<file path="src/rtl/keyirq_pkg.sv">
package keyirq_pkg;

  localparam int REG_ADDR_W    = 2;
  localparam int CTRL_MODE_BIT = 0;
  localparam int CTRL_RISE_BIT = 1;

  typedef enum logic [REG_ADDR_W-1:0] {
    RA_CTRL = 2'd0,
    RA_EN   = 2'd1,
    RA_PEND = 2'd2,
    RA_RSVD = 2'd3
  } reg_addr_e;

endpackage

</file>
<file path="src/rtl/keyirq_edge.sv">
module keyirq_edge #(
  parameter int N_CH        = 8,
  parameter int SYNC_STAGES = 2
) (
  input  logic            clk,
  input  logic            rst_n,
  input  logic [N_CH-1:0] pin_i,
  input  logic            rise_i,
  output logic [N_CH-1:0] act_prev_o,
  output logic [N_CH-1:0] edge_o
);

  localparam int HIST_W = SYNC_STAGES + 1;

  logic [N_CH-1:0] act_now;

  for (genvar g = 0; g < N_CH; g++) begin : g_ch
    logic [HIST_W-1:0] hist_q;
    logic [HIST_W-1:0] hist_d;

    always_comb begin
      hist_d = {hist_q[HIST_W-2:0], pin_i[g]};
    end

    always_ff @(posedge clk or negedge rst_n) begin
      if (!rst_n) begin
        hist_q <= '0;
      end else begin
        hist_q <= hist_d;
      end
    end

    // the polarity is applied to both taps, so a polarity change alone is no edge
    assign act_now[g]    = hist_q[SYNC_STAGES-1] ^ ~rise_i;
    assign act_prev_o[g] = hist_q[SYNC_STAGES]   ^ ~rise_i;
    assign edge_o[g]     = act_now[g] & ~act_prev_o[g];

    AST_EDGE_NO_REPEAT: assert property (@(posedge clk) disable iff (!rst_n)
      edge_o[g] |=> (!edge_o[g] || !$stable(rise_i)));
  end

endmodule

</file>
<file path="src/rtl/keyirq_flags.sv">
module keyirq_flags #(
  parameter int N_CH = 8
) (
  input  logic            clk,
  input  logic            rst_n,
  input  logic            mode_i,
  input  logic [N_CH-1:0] en_i,
  input  logic [N_CH-1:0] edge_i,
  input  logic [N_CH-1:0] clr_i,
  output logic [N_CH-1:0] flags_o,
  output logic            clr_hit_o
);

  logic [N_CH-1:0] flags_q;
  logic [N_CH-1:0] flags_d;
  logic [N_CH-1:0] set_vec;
  logic [N_CH-1:0] keep_vec;

  always_comb begin
    set_vec  = edge_i & en_i;
    keep_vec = flags_q & ~clr_i;
    if (mode_i) begin
      flags_d = keep_vec | set_vec;   // a set wins over a clear on the same edge
    end else begin
      flags_d = '0;
    end
  end

  always_ff @(posedge clk or negedge rst_n) begin
    if (!rst_n) begin
      flags_q <= '0;
    end else begin
      flags_q <= flags_d;
    end
  end

  assign flags_o   = flags_q;
  assign clr_hit_o = |(clr_i & flags_q);

  AST_DISABLED_NO_SET: assert property (@(posedge clk) disable iff (!rst_n)
    ((flags_q & ~$past(flags_q)) & ~$past(en_i)) == '0);
  AST_PLAIN_NO_FLAGS: assert property (@(posedge clk) disable iff (!rst_n)
    !mode_i |=> (flags_q == '0));
  AST_FLAG_STICKY: assert property (@(posedge clk) disable iff (!rst_n)
    mode_i |=> ((($past(flags_q) & ~$past(clr_i)) & ~flags_q) == '0));

endmodule

</file>
<file path="src/rtl/keyirq_req.sv">
module keyirq_req #(
  parameter int N_CH = 8
) (
  input  logic            clk,
  input  logic            rst_n,
  input  logic            mode_i,
  input  logic [N_CH-1:0] en_i,
  input  logic [N_CH-1:0] flags_i,
  input  logic            clr_hit_i,
  input  logic [N_CH-1:0] edge_i,
  input  logic [N_CH-1:0] act_prev_i,
  output logic            irq_o
);

  logic any_pend;
  logic any_q;
  logic any_d;
  logic clr_pend_q;
  logic clr_pend_d;
  logic irq_q;
  logic irq_d;
  logic latch_req;
  logic plain_req;

  always_comb begin
    any_pend   = |(flags_i & en_i);
    latch_req  = (any_pend & ~any_q) | (clr_pend_q & any_pend);
    plain_req  = (|(edge_i & en_i)) & ~(|(act_prev_i & en_i));
    irq_d      = mode_i ? latch_req : plain_req;
    any_d      = any_pend;
    clr_pend_d = mode_i & clr_hit_i;
  end

  always_ff @(posedge clk or negedge rst_n) begin
    if (!rst_n) begin
      any_q      <= 1'b0;
      clr_pend_q <= 1'b0;
      irq_q      <= 1'b0;
    end else begin
      any_q      <= any_d;
      clr_pend_q <= clr_pend_d;
      irq_q      <= irq_d;
    end
  end

  assign irq_o = irq_q;

endmodule

</file>
<file path="src/rtl/keyirq_ctrl.sv">
module keyirq_ctrl
  import keyirq_pkg::*;
#(
  parameter int N_CH        = 8,
  parameter int SYNC_STAGES = 2
) (
  input  logic                  clk,
  input  logic                  rst_n,
  input  logic [N_CH-1:0]       key_in,
  input  logic                  wr_en,
  input  logic [REG_ADDR_W-1:0] wr_addr,
  input  logic [N_CH-1:0]       wr_data,
  input  logic [REG_ADDR_W-1:0] rd_addr,
  output logic [N_CH-1:0]       rd_data,
  output logic                  irq
);

  // reset: asynchronous assert, synchronous release
  logic [1:0] rst_pipe_q;
  logic       srst_n;

  always_ff @(posedge clk or negedge rst_n) begin
    if (!rst_n) begin
      rst_pipe_q <= '0;
    end else begin
      rst_pipe_q <= {rst_pipe_q[0], 1'b1};
    end
  end

  assign srst_n = rst_pipe_q[1];

  // configuration registers
  reg_addr_e       wsel;
  reg_addr_e       rsel;
  logic            ctrl_we;
  logic            en_we;
  logic            mode_q;
  logic            mode_d;
  logic            rise_q;
  logic            rise_d;
  logic [N_CH-1:0] en_q;
  logic [N_CH-1:0] en_d;
  logic [N_CH-1:0] clr_mask;

  assign wsel = reg_addr_e'(wr_addr);
  assign rsel = reg_addr_e'(rd_addr);

  always_comb begin
    ctrl_we  = wr_en && (wsel == RA_CTRL);
    en_we    = wr_en && (wsel == RA_EN);
    mode_d   = wr_data[CTRL_MODE_BIT];
    rise_d   = wr_data[CTRL_RISE_BIT];
    en_d     = wr_data;
    clr_mask = (wr_en && (wsel == RA_PEND)) ? wr_data : '0;
  end

  always_ff @(posedge clk or negedge srst_n) begin
    if (!srst_n) begin
      mode_q <= 1'b0;
      rise_q <= 1'b0;
    end else if (ctrl_we) begin
      mode_q <= mode_d;
      rise_q <= rise_d;
    end
  end

  always_ff @(posedge clk or negedge srst_n) begin
    if (!srst_n) begin
      en_q <= '0;
    end else if (en_we) begin
      en_q <= en_d;
    end
  end

  // datapath
  logic [N_CH-1:0] edge_vec;
  logic [N_CH-1:0] act_prev;
  logic [N_CH-1:0] flags;
  logic            clr_hit;

  keyirq_edge #(.N_CH(N_CH), .SYNC_STAGES(SYNC_STAGES)) u_edge (
    .clk        (clk),
    .rst_n      (srst_n),
    .pin_i      (key_in),
    .rise_i     (rise_q),
    .act_prev_o (act_prev),
    .edge_o     (edge_vec)
  );

  keyirq_flags #(.N_CH(N_CH)) u_flags (
    .clk       (clk),
    .rst_n     (srst_n),
    .mode_i    (mode_q),
    .en_i      (en_q),
    .edge_i    (edge_vec),
    .clr_i     (clr_mask),
    .flags_o   (flags),
    .clr_hit_o (clr_hit)
  );

  keyirq_req #(.N_CH(N_CH)) u_req (
    .clk        (clk),
    .rst_n      (srst_n),
    .mode_i     (mode_q),
    .en_i       (en_q),
    .flags_i    (flags),
    .clr_hit_i  (clr_hit),
    .edge_i     (edge_vec),
    .act_prev_i (act_prev),
    .irq_o      (irq)
  );

  // read mux
  always_comb begin
    rd_data = '0;
    case (rsel)
      RA_CTRL: begin
        rd_data[CTRL_MODE_BIT] = mode_q;
        rd_data[CTRL_RISE_BIT] = rise_q;
      end
      RA_EN:   rd_data = en_q;
      RA_PEND: rd_data = flags;
      default: rd_data = '0;
    endcase
  end

  logic pend_any;
  assign pend_any = |(flags & en_q);

  AST_FIRST_PEND_IRQ: assert property (@(posedge clk) disable iff (!srst_n)
    (mode_q && $rose(pend_any)) |=> irq);
  AST_REISSUE_AFTER_CLR: assert property (@(posedge clk) disable iff (!srst_n)
    ($past(clr_hit) && pend_any && mode_q) |=> irq);
  AST_PLAIN_SINGLE: assert property (@(posedge clk) disable iff (!srst_n)
    (irq && !mode_q && !$past(mode_q)) |=> !irq);

endmodule

</file>
<file path="config.mk">
export PLATFORM = sky130hd
export DESIGN_NAME = keyirq_ctrl
export DESIGN_NICKNAME = d
export VERILOG_FILES = /design/src/rtl/keyirq_pkg.sv /design/src/rtl/keyirq_edge.sv /design/src/rtl/keyirq_flags.sv /design/src/rtl/keyirq_req.sv /design/src/rtl/keyirq_ctrl.sv
export SDC_FILE = /design/constraint.sdc
export NUM_CORES = 1
export LEC_CHECK = 0
export BUFFER_PORTS_ARGS = -buffer_cell sky130_fd_sc_hd__buf_4
export CAP_MARGIN = 20
export CELL_PAD_IN_SITES_DETAIL_PLACEMENT = 0
export CELL_PAD_IN_SITES_GLOBAL_PLACEMENT = 2
export CORE_AREA = 2 2 74 76
export CTS_BUF_LIST = sky130_fd_sc_hd__clkbuf_8
export CTS_CLUSTER_DIAMETER = 80
export DETAILED_ROUTE_END_ITERATION = 16
export DIE_AREA = 0 0 76 78
export GPL_ROUTABILITY_DRIVEN = 0
export PLACE_DENSITY = 0.85
export SLEW_MARGIN = 20
export SYNTH_ARGS = -nofsm -noshare
export SYNTH_HDL_FRONTEND = slang
export SYNTH_SLANG_ARGS = --single-unit
</file>
<file path="constraint.sdc">
create_clock -name clk -period 2.6 [get_ports clk]
set_input_delay 0.52 -clock clk [delete_from_list [all_inputs] [get_ports clk]]
set_output_delay 0.52 -clock clk [all_outputs]
set_load 0.05 [all_outputs]
</file>
## Word-level counts from Yosys, hierarchy flattened

Index checks and enable logic that the tools add are counted.

- Register bits: 47
- Input bits: 23
- Output and inout port bits: 9
- Logic and storage cells: 81

- Equal/unequal tests: 4
- Mux-type cells: 5
- Bitwise operators: 47
- Reductions and logical operators: 9

Operator list:

| operator | number |
|---|---|
| 8-bit bitwise AND | 5 |
| 8-bit OR reduction | 4 |
| 8-bit two-way mux | 2 |
| 1-bit XOR | 16 |
| 1-bit bitwise AND | 12 |
| 6-bit one-hot mux with 2 select lines | 1 |
| 1-bit inverter | 11 |
| 8-bit inverter | 1 |
| 8-bit OR | 1 |
| 2-bit one-hot mux with 3 select lines | 1 |
| 2-bit by 1-bit equality test with 1-bit output, second input constant | 2 |
| 2-bit equality test, second input constant | 2 |
| 2-bit logical NOT | 2 |
| 1-bit logical AND | 3 |
| 1-bit two-way mux | 1 |
| 1-bit OR | 1 |

## Longest topological paths before layout

Gate-level depths: netlist (run 1).

- Depth in word-level cells: 8
- Gate-level depth with buffers: 6
- Gate-level depth less buffers: 5

## Cells and area by module

From an unflattened synthesis (run 1), not the netlist that was laid out.

- Cells, all modules: 174
- Area total of the unflattened synthesis: 2137.0 um^2

By module, submodules not included:

| module | times used | cells each | area an instance (um^2) | seq. area each (um^2) |
|---|---|---|---|---|
| keyirq_edge | 1 | 58 | 867.1 | 600.6 |
| keyirq_ctrl | 1 | 58 | 684.4 | 300.3 |
| keyirq_flags | 1 | 37 | 376.6 | 200.2 |
| keyirq_req | 1 | 21 | 209.0 | 75.1 |

## Worst setup path after synthesis (run 1)

Ideal clock, no wire load.

- Path type: input -> output
- Start point: input port rd_addr[0]
- End point: output port rd_data[2]
- Arrival: 1.758 ns
- Required time: 2.080 ns
- Setup slack: 0.322 ns
- Stages on the path: 5
- Buffers on the path: 1
- Cells stage by stage: inv_1 -> ha_1 -> clkbuf_1 -> a22oi_1 -> nor2b_1

- Cells in the longest elaborated chain, start to end: 2
- Elaborated cells on any way between the ends: 3
- Those cells by class: eq/ne (2); mux (1)

RTL lines:

| item | line | text |
|---|---|---|
| from (decl) | keyirq_ctrl.sv:13 | `input logic [REG_ADDR_W-1:0] rd_addr,` |
| 2-bit equality test / 2-bit by 1-bit equality test with 1-bit output (equally long branches) | keyirq_ctrl.sv:116 | `case (rsel)` |
| 6-bit one-hot mux with 2 select lines (*) | keyirq_ctrl.sv:116 |  |
| to (decl) | keyirq_ctrl.sv:14 | `output logic [N_CH-1:0] rd_data,` |

Every way passes the cells marked *; elsewhere a longest branch is shown, timed or not.

## Final worst setup path (run 1)

- Start point: register rise_q
- End point: output port rd_data[1]

- Cells in the longest elaborated chain, start to end: 1

RTL lines:

| item | line | text |
|---|---|---|
| from (decl) | keyirq_ctrl.sv:39 | `logic rise_q;` |
| from (signal assigned) | keyirq_ctrl.sv:63 | `rise_q <= rise_d;` |
| 2-bit one-hot mux with 3 select lines | keyirq_ctrl.sv:116 |  |

Every way passes these cells.

==> results of run 1 <==
==> worst max-delay path, delay by kind of cell, from the launching register on <==
family | cells | cell delay [ps]
compound gates | 1 | 230
buf+inv | 1 | 210
flops | 1 | 780
simple gates | 1 | 130
==> cell families (layout without fill, tap and decap cells) <==
| family | count (synthesis) | in the layout | share of synthesized area, % |
|---|---|---|---|
| and+or+nand+nor | 51 | 51 | 14.4 |
| adders and majority gates | 4 | 4 | 2.48 |
| other | 1 | 1 | 0.185 |
| muxes | 10 | 10 | 5.57 |
| AOI/OAI and AO/OA | 42 | 42 | 15.7 |
| DFF | 47 | 47 | 58.2 |
| xor gates and xnor gates | 2 | 2 | 0.866 |
| buffers and inverters | 12 | 46 | 2.66 |
==> per-layer routing <==
metal / vias up / wire length (um) / global-route usage, %
li1: 684 / - / -
met1: 686 / 1820 / 20.5
met4: 0 / 85 / 6.36
met5: - / 0 / 0
met2: 42 / 1980 / 24.0
met3: 8 / 207 / 3.37
==> cell type report <==
class	instances	area (um2)
repair buffers	32	243
well taps	70	87.6
flip-flops and latches	47	1180
inverters	6	22.5
clock inverters	2	35.0
fillers	482	2600
multi-input cells	110	792
clock buffers	6	82.6
==> per-stage QoR <==
stage          instances  cell area [um2]
3_3_place_gp         264             2310
5_1_grt              273             2440
3_5_place_dp         264             2310
6_report             273             2440
4_1_cts              273             2440
2_1_floorplan        169             2020
==> report_power, final <==
| part | internal, mW | total, mW | switching, mW |
|---|---|---|---|
| clock network | 0.311 | 0.541 | 0.230 |
| logic | 0.157 | 0.312 | 0.155 |
| registers | 0.808 | 0.935 | 0.127 |
| total | 1.28 | 1.79 | 0.512 |
==> path summary, 6_finish.rpt <==
| kind | from | to | slack, ps | cells past startpoint |
|---|---|---|---|---|
| min in group asynchronous | rst_pipe_q[1] | u_req.any_q | 430 | 0 |
| worst min register to register | u_edge.g_ch[5].hist_q[0] | u_edge.g_ch[5].hist_q[1] | 350 | 0 |
| worst max register to register | rise_q | u_req.irq_o | 740 | 4 |
| worst min-delay path | key_in[1] | u_edge.g_ch[1].hist_q[0] | 330 | 1 |
| worst max-delay path | rise_q | rd_data[1] | 450 | 3 |
| max in group asynchronous | rst_pipe_q[1] | u_edge.g_ch[4].hist_q[2] | 1590 | 0 |
==> cell usage in the layout (no fill, tap or decap), drive strengths merged, types with 2 or more instances in the layout <==
master / instances
inv: 6
ha: 4
buf: 31
a222oi: 4
nand2b: 6
nand4b: 3
mux2: 10
and3b: 2
o31ai: 3
nand2: 19
clkbuf: 6
a22oi: 16
nor2: 2
nand4: 5
nor2b: 10
a21oi: 4
o22ai: 3
nor3b: 2
dfrtp: 47
a21boi: 4
xnor2: 2
==> state kept, by name, indices dropped and copies added (netlist names) <==
name                flops
u_edge.g_ch.hist_q     24
en_q                    8
u_flags.flags_o         8
rst_pipe_q              2
mode_q                  1
rise_q                  1
u_req.any_q             1
u_req.clr_pend_q        1
u_req.irq_o             1
==> results.yml, run 1 <==
status:
  outcome: "complete, no violations"
logic_synthesis:
  async_flop_share_pct: 100
  post_synth_inst_count: 169
  syn_nets: 196
  synth_top_cell_by_area: "dfrtp_1"
  ys_ff_latch: 47
  synth_top_area_share_pct: 58.2
  synth-main-ff-cell: "dfrtp_1"
  ys_top_cells_by_count: "dfrtp_1, nand2_1, a22oi_1"
  yosysWarningCount: 0
  synth_edf_count: 0
  synth_cell_types: 33
  ys_seq_area_share_pct: 58.2
  yosys-top-cells-area: "dfrtp_1, a22oi_1, mux2_2"
  avgSynthCellArea_um2: 12.0
  synthMostInstantiatedCell: "dfrtp_1"
  syn_area_um2: 2020
final_layout:
  synthToLayoutAreaGrowth_pct: 20.7
  num_antenna_cells: 0
  num-nets-final: 229
  drive_gt1_share_pct: 25.1
  final_util_pct: 48.4
timing:
  rsz0062_at_grt: "no"
  worst_slack_ps: 446
  final_max_slew_viol_count: 0
  finalCriticalPeriod_ps: 2150
  max_freq_ghz: 0.464
  tightest_slew_ps: 949
  fin_tns_setup_ps: 0
  post-route-period-util_pct: 82.8
  finalHoldViolations: 0
  setup_viol: 0
  slew_headroom_pct: 36.7
  clock_skew_ps: 7.83
  hold_ws_ps: 331
power:
  finalPower_mw: 1.79
  p_per_area_nw_per_um2: 733
  leakage_nw: 1.07
  max-vdd-ir-drop_mv: 0.414
floorplan:
  design.portCount: 32
  start_util_pct: 40.1
  fp.dieArea_um2: 5930
  die_x_um: 76
  coreArea_um2: 5040
  die_height_um: 78
  rows: 26
critical_path:
  crit_path_max_incr_delay_ps: 780
  start_kind: "register"
  cp_data_required_time_ps: 2080
  arrival_ps: 1630
  crit_slowest_cell: "dfrtp_1"
  worstSetupEndpointType: "output port"
  critical_path_class: "reg2out"
  path_cells: "a222oi_1, nor2_1, buf_4"
  cp_max_fo: 22
grt:
  overflow: 0
  grt_usage_pct: 15.2
  antenna_found_initial: 0
  grt_max_degree: 46
  grt_pass1_wl_um: 7090
  grt_pass1_vias: 1432
clocking:
  cts_tree: "done"
  cts.clk_slew.worst_paths_ps: 80
  cts_max_level: 2
  clock_sinks: 47
  clk_path_buf_depth: 2
  post_cts_resized: 0
  clkLatencyLatePin_ps: 290
  cts_buffers: 5
  cts_hold_buf: 1
  cts_setup_buffers: 0
  cts-root-buf: "clkbuf_8"
route:
  num_vias: 1420
  drtAntennaViolNets: 0
  wl_um: 4090
  drcViolationCount: 0
  detail_route.wl_per_cell_um: 15.0
  dr.pass1.iters: 4
  avgViaCountPerCell: 5.20
  drt_iter0_drc: 152
flow_run:
  maxCapViolations: 0
place:
  port_buffers: 31
  preCtsSetupSlack_ps: 533
  hpwl_um: 2960
worst_hold_path:
  worstHoldPathType: "in2reg"
Power figures use the tool's default switching activity.
==> inputs of run 2 (changes only) <==
--- a/config.mk
+++ b/config.mk
@@ -9,13 +9,13 @@
 export CAP_MARGIN = 20
 export CELL_PAD_IN_SITES_DETAIL_PLACEMENT = 0
 export CELL_PAD_IN_SITES_GLOBAL_PLACEMENT = 2
-export CORE_AREA = 2 2 74 76
+export CORE_AREA = 2 2 76 78
 export CTS_BUF_LIST = sky130_fd_sc_hd__clkbuf_8
 export CTS_CLUSTER_DIAMETER = 80
 export DETAILED_ROUTE_END_ITERATION = 16
-export DIE_AREA = 0 0 76 78
+export DIE_AREA = 0 0 78 80
 export GPL_ROUTABILITY_DRIVEN = 0
-export PLACE_DENSITY = 0.85
+export PLACE_DENSITY = 0.81
 export SLEW_MARGIN = 20
 export SYNTH_ARGS = -nofsm -noshare
 export SYNTH_HDL_FRONTEND = slang
==> constraint.sdc (replaced) <==
create_clock -name clk -period 2.2 [get_ports clk]
set_input_delay 0.44 -clock clk [delete_from_list [all_inputs] [get_ports clk]]
set_output_delay 0.44 -clock clk [all_outputs]
set_load 0.05 [all_outputs]
==> run 2 against run 1 <==
Compared with the run above: worst hold slack got worse by 140 ps; combinational power increased by 28%; register-to-register slack got worse by 370 ps; utilization decreased by 2.9 points; largest power group unchanged; non-clock buffer count increased by 2; clock skew decreased by 3.1 ps; sequential share of layout area decreased by 0.34 points; first-iteration DRC count decreased by 34%; clock power increased by 17%; count of clock-buffer cells in the layout unchanged.
==> results.yml, run 2 (synthesized netlist as in run 1, its figures left out) <==
place:
  port_buffers: 31
  post_dp_cell_area_um2: 2330
  dp_cells: 268
  hpwl_um: 3120
floorplan:
  rows: 27
  die_x_um: 78
  fp.dieArea_um2: 6240
  design.portCount: 32
  start_util_pct: 37.4
  coreArea_um2: 5410
  die_height_um: 80
route:
  dr.pass1.iters: 4
  drt_iter0_drc: 101
  drcViolationCount: 0
  wl_um: 4230
  avgViaCountPerCell: 5.19
  num_vias: 1439
  detail_route.wl_per_cell_um: 15.3
  drtAntennaViolNets: 0
timing:
  setup_viol: 0
  final_max_slew_viol_count: 0
  slew_headroom_pct: 54.1
  post-route-period-util_pct: 94.1
  fin_tns_setup_ps: 0
  max_freq_ghz: 0.483
  tightest_slew_ps: 689
  rsz0062_at_grt: "no"
  finalHoldViolations: 0
  clock_skew_ps: 4.69
  finalCriticalPeriod_ps: 2070
grt:
  grtUsageMet3_pct: 3.51
  antenna_found_initial: 0
  grt_pass1_vias: 1431
  grtUsageMet2_pct: 24.0
  grt_max_degree: 30
  grt_usage_pct: 14.7
  use_met1_pct: 19.8
  overflow: 0
  grt-busiest-layer: "met2"
  grt_pass1_wl_um: 7080
final_layout:
  postLayoutCellArea_um2: 2460
  finalNonFillerCells: 277
  fillers: 518
  final_util_pct: 45.5
  num-nets-final: 231
  regMostFlops: "u_edge.g_ch.hist_q"
  largest_reg_flops: 24
  final_common_cell: "dfrtp_1"
  mostFrequentLayoutCells: "dfrtp_1, buf_4, nand2_1, a22oi_1"
  synthToLayoutAreaGrowth_pct: 21.5
  num_antenna_cells: 0
  drive_gt1_share_pct: 25.9
critical_path:
  crit_path_max_incr_delay_ps: 790
  critical_path_class: "reg2out"
  cp_data_required_time_ps: 1760
  crit_slowest_cell: "dfrtp_1"
  cp_max_fo: 22
  arrival_ps: 1630
  start_kind: "register"
  worstSetupEndpointType: "output port"
  path_cells: "a222oi_1, nor2_1, buf_4"
clocking:
  cts_hold_buf: 1
  post_cts_resized: 0
  clkLatencyLatePin_ps: 290
  cts_setup_buffers: 0
  cts-root-buf: "clkbuf_8"
  clock_sinks: 47
  cts_buffers: 5
  cts_max_level: 2
  cts_tree: "done"
  clk_path_buf_depth: 2
  cts.clk_slew.worst_paths_ps: 80
power:
  power_frac_comb_pct: 18.7
  p_per_area_nw_per_um2: 863
  max-vdd-ir-drop_mv: 0.432
  leakage_nw: 1.07
  clkPwrFrac_pct: 29.9
  seqPwrFrac_pct: 51.3
  p_sw_uw: 607
  p_sw_share_pct: 28.6
  intPower_mw: 1.51
status:
  outcome: "complete, no violations"
worst_hold_path:
  worstHoldPathType: "reg2async"
flow_run:
  maxCapViolations: 0
-- run 2: cell count changes in the layout (fill, tap and decap cells not counted) --
| cell | previous run | this run |
|---|---|---|
| buf_4 | 31 | 33 |
-- run 2: path summary, 6_finish.rpt --
path / from / to / slack, ps / depth (start not counted)
max in group asynchronous: rst_pipe_q[1] / u_flags.flags_o[7] / 1300 / 1
hold / removal: rst_pipe_q[1] / u_edge.g_ch[0].hist_q[2] / 190 / 0
min in group clk: key_in[4] / u_edge.g_ch[4].hist_q[0] / 250 / 1
setup reg to reg: rise_q / u_req.irq_o / 370 / 4
setup / recovery: rise_q / rd_data[1] / 130 / 3
hold reg to reg: rst_pipe_q[1] / u_edge.g_ch[0].hist_q[2] / 190 / 0
-- run 2: layout make-up --
| class | instances | area (um2) | share of cell area (%) |
|---|---|---|---|
| clock inverters | 2 | 35.0 | 1.43 |
| multi-input cells | 110 | 792 | 32.2 |
| repair buffers | 34 | 258 | 10.5 |
| clock buffers | 6 | 82.6 | 3.36 |
| flip-flops and latches | 47 | 1180 | 47.9 |
| inverters | 6 | 22.5 | 0.916 |
| well taps | 72 | 90.1 | 3.67 |
-- run 2: per-stage QoR --
stage	power, mW	setup slack (ps)	hold slack [ps]
2_1_floorplan	1.35	81.6	144
5_1_grt	2.24	7.90	226
6_report	2.12	130	193
3_5_place_dp	1.50	280	197
3_3_place_gp	1.49	319	185
4_1_cts	2.15	114	201
-- run 2: routing by layer --
layer	up-vias	part of all wire (%)	routed length (um)
met5	-	0	0
met3	4	4.6	195
li1	691	-	-
met4	0	1.1	47
met2	40	49	2050
met1	704	46	1930
-- run 2: critical path, delay by kind of cell, from the launching register on --
family | cells | cell delay, ps
flops | 1 | 790
compound gates | 1 | 230
buf+inv | 1 | 200
simple gates | 1 | 120
-- run 2: power groups by stage --
stage	logic, mW	clock network [mW]	registers (mW)
floorplan	0.273	0	1.08
global placement	0.390	0	1.10
detailed placement	0.399	0	1.10
CTS	0.401	0.659	1.09
global route	0.434	0.702	1.11
finish	0.398	0.635	1.09
==> inputs of run 3 (changes only) <==
==> constraint.sdc (replaced) <==
create_clock -name clk -period 2.1 [get_ports clk]
set_input_delay 0.42 -clock clk [delete_from_list [all_inputs] [get_ports clk]]
set_output_delay 0.42 -clock clk [all_outputs]
set_load 0.05 [all_outputs]
==> run 3 against run 2 <==
Compared with the run above: critical path type is now in2out; power is 9.1% higher; clock skew hardly changed; combinational power is 9.5% higher; highest routed layer unchanged; sequential cell count stayed put; largest power group unchanged; largest cell class unchanged; clock power is 18% higher.
==> results.yml, run 3 (synthesized netlist as in run 1, its figures left out) <==
timing:
  max_freq_ghz: 0.534
  finalHoldViolations: 0
  clock_skew_ps: 4.93
  fin_tns_setup_ps: 0
  setup_viol: 0
  rsz0062_at_grt: "no"
  finalCriticalPeriod_ps: 1870
  post-route-period-util_pct: 89.1
  final_max_slew_viol_count: 0
grt:
  grtUsageMet2_pct: 24.1
  grtUsageMet3_pct: 3.96
  grt_pass1_wl_um: 7210
  grt_pass1_vias: 1427
  grt_max_degree: 30
  grt_usage_pct: 15.1
  use_met1_pct: 20.1
  overflow: 0
  grt-busiest-layer: "met2"
  antenna_found_initial: 0
route:
  avgViaCountPerCell: 5.20
  dr.pass1.iters: 4
  drcViolationCount: 0
  wl_um: 4270
  detail_route.wl_per_cell_um: 15.4
  drtAntennaViolNets: 0
  drt_iter0_drc: 118
  num_vias: 1445
critical_path:
  cp_data_required_time_ps: 1680
  crit_path_max_incr_delay_ps: 330
  crit_family: "buffers and inverters"
  crit_buf_inv: 3
  start_kind: "input pin"
  cp_max_fo: 8
  arrival_ps: 1450
  crit_path_frequent_cell: "buf_4"
  path_cells: "buf_4, inv_1, ha_1, a222oi_1, nor2_1, buf_4"
  worstSetupEndpointType: "output port"
  crit_slowest_cell: "a222oi_1"
  critical_path_class: "in2out"
place:
  hpwl_um: 3180
  post_dp_cell_area_um2: 2350
  port_buffers: 31
floorplan:
  fp.dieArea_um2: 6240
  start_util_pct: 37.4
  rows: 27
  design.portCount: 32
  coreArea_um2: 5410
  die_height_um: 80
  die_x_um: 78
final_layout:
  drive_gt1_share_pct: 25.7
  num-nets-final: 232
  mostFrequentLayoutCells: "dfrtp_1, buf_4, nand2_1, a22oi_1"
  regMostFlops: "u_edge.g_ch.hist_q"
  postLayoutCellArea_um2: 2490
  num_antenna_cells: 0
  fillers: 512
  final_common_cell: "dfrtp_1"
  synthToLayoutAreaGrowth_pct: 23.3
  largest_reg_flops: 24
clocking:
  cts.clk_slew.worst_paths_ps: 80
  clkLatencyLatePin_ps: 290
  clock_sinks: 47
  cts_max_level: 2
  cts_buffers: 5
  clk_path_buf_depth: 2
  cts_tree: "done"
  cts_hold_buf: 1
  cts_setup_buffers: 0
  cts-root-buf: "clkbuf_8"
  post_cts_resized: 0
status:
  outcome: "complete, no violations"
worst_hold_path:
  worstHoldPathType: "reg2async"
power:
  max-vdd-ir-drop_mv: 0.528
  p_per_area_nw_per_um2: 928
  leakage_nw: 1.09
flow_run:
  maxCapViolations: 0
## run 3: final cells by class
cell class	count	area (um2)	share of cell area [%]
multi-input combinational	110	792	31.8
clock buffer	5	68.8	2.76
sequential	47	1180	47.2
timing repair buffer	35	278	11.1
inverter	6	22.5	0.904
tap	72	90.1	3.61
clock inverter	3	63.8	2.56
## run 3: stage by stage
step	worst slack (ps)	hold slack [ps]	power, mW	util, %	cells
after CTS	213	209	2.34	46.1	278
after global routing	133	208	2.43	46.1	278
after floorplan	21.6	124	1.41	-	169
final	228	197	2.31	46.1	278
after global placement	260	199	1.57	43.5	269
after detailed placement	229	202	1.58	43.5	269
## run 3: power by group
group          internal (mW)  switching, mW  leakage, nW
registers               1.00          0.126        0.569
logic                  0.207          0.229        0.454
clock network          0.471          0.280       0.0695
total                   1.68          0.634         1.09
## run 3: final timing paths
kind | cells after the start | endpoint | startpoint | slack (ps)
min in group clk | 1 | u_edge.g_ch[6].hist_q[0] | key_in[6] | 230
max in group asynchronous | 1 | u_flags.flags_o[0] | rst_pipe_q[1] | 1420
max | 6 | rd_data[1] | rd_addr[0] | 230
min | 0 | u_edge.g_ch[0].hist_q[1] | rst_pipe_q[1] | 200
min reg2reg | 0 | u_edge.g_ch[0].hist_q[1] | rst_pipe_q[1] | 200
max reg2reg | 6 | u_req.irq_o | rise_q | 410
## run 3: layer usage
| metal | vias to the layer above | part of all wire [%] |
|---|---|---|
| li1 | 693 | - |
| met1 | 708 | 45 |
| met2 | 38 | 49 |
| met3 | 6 | 4.5 |
| met4 | 0 | 1.4 |
| met5 | - | 0 |
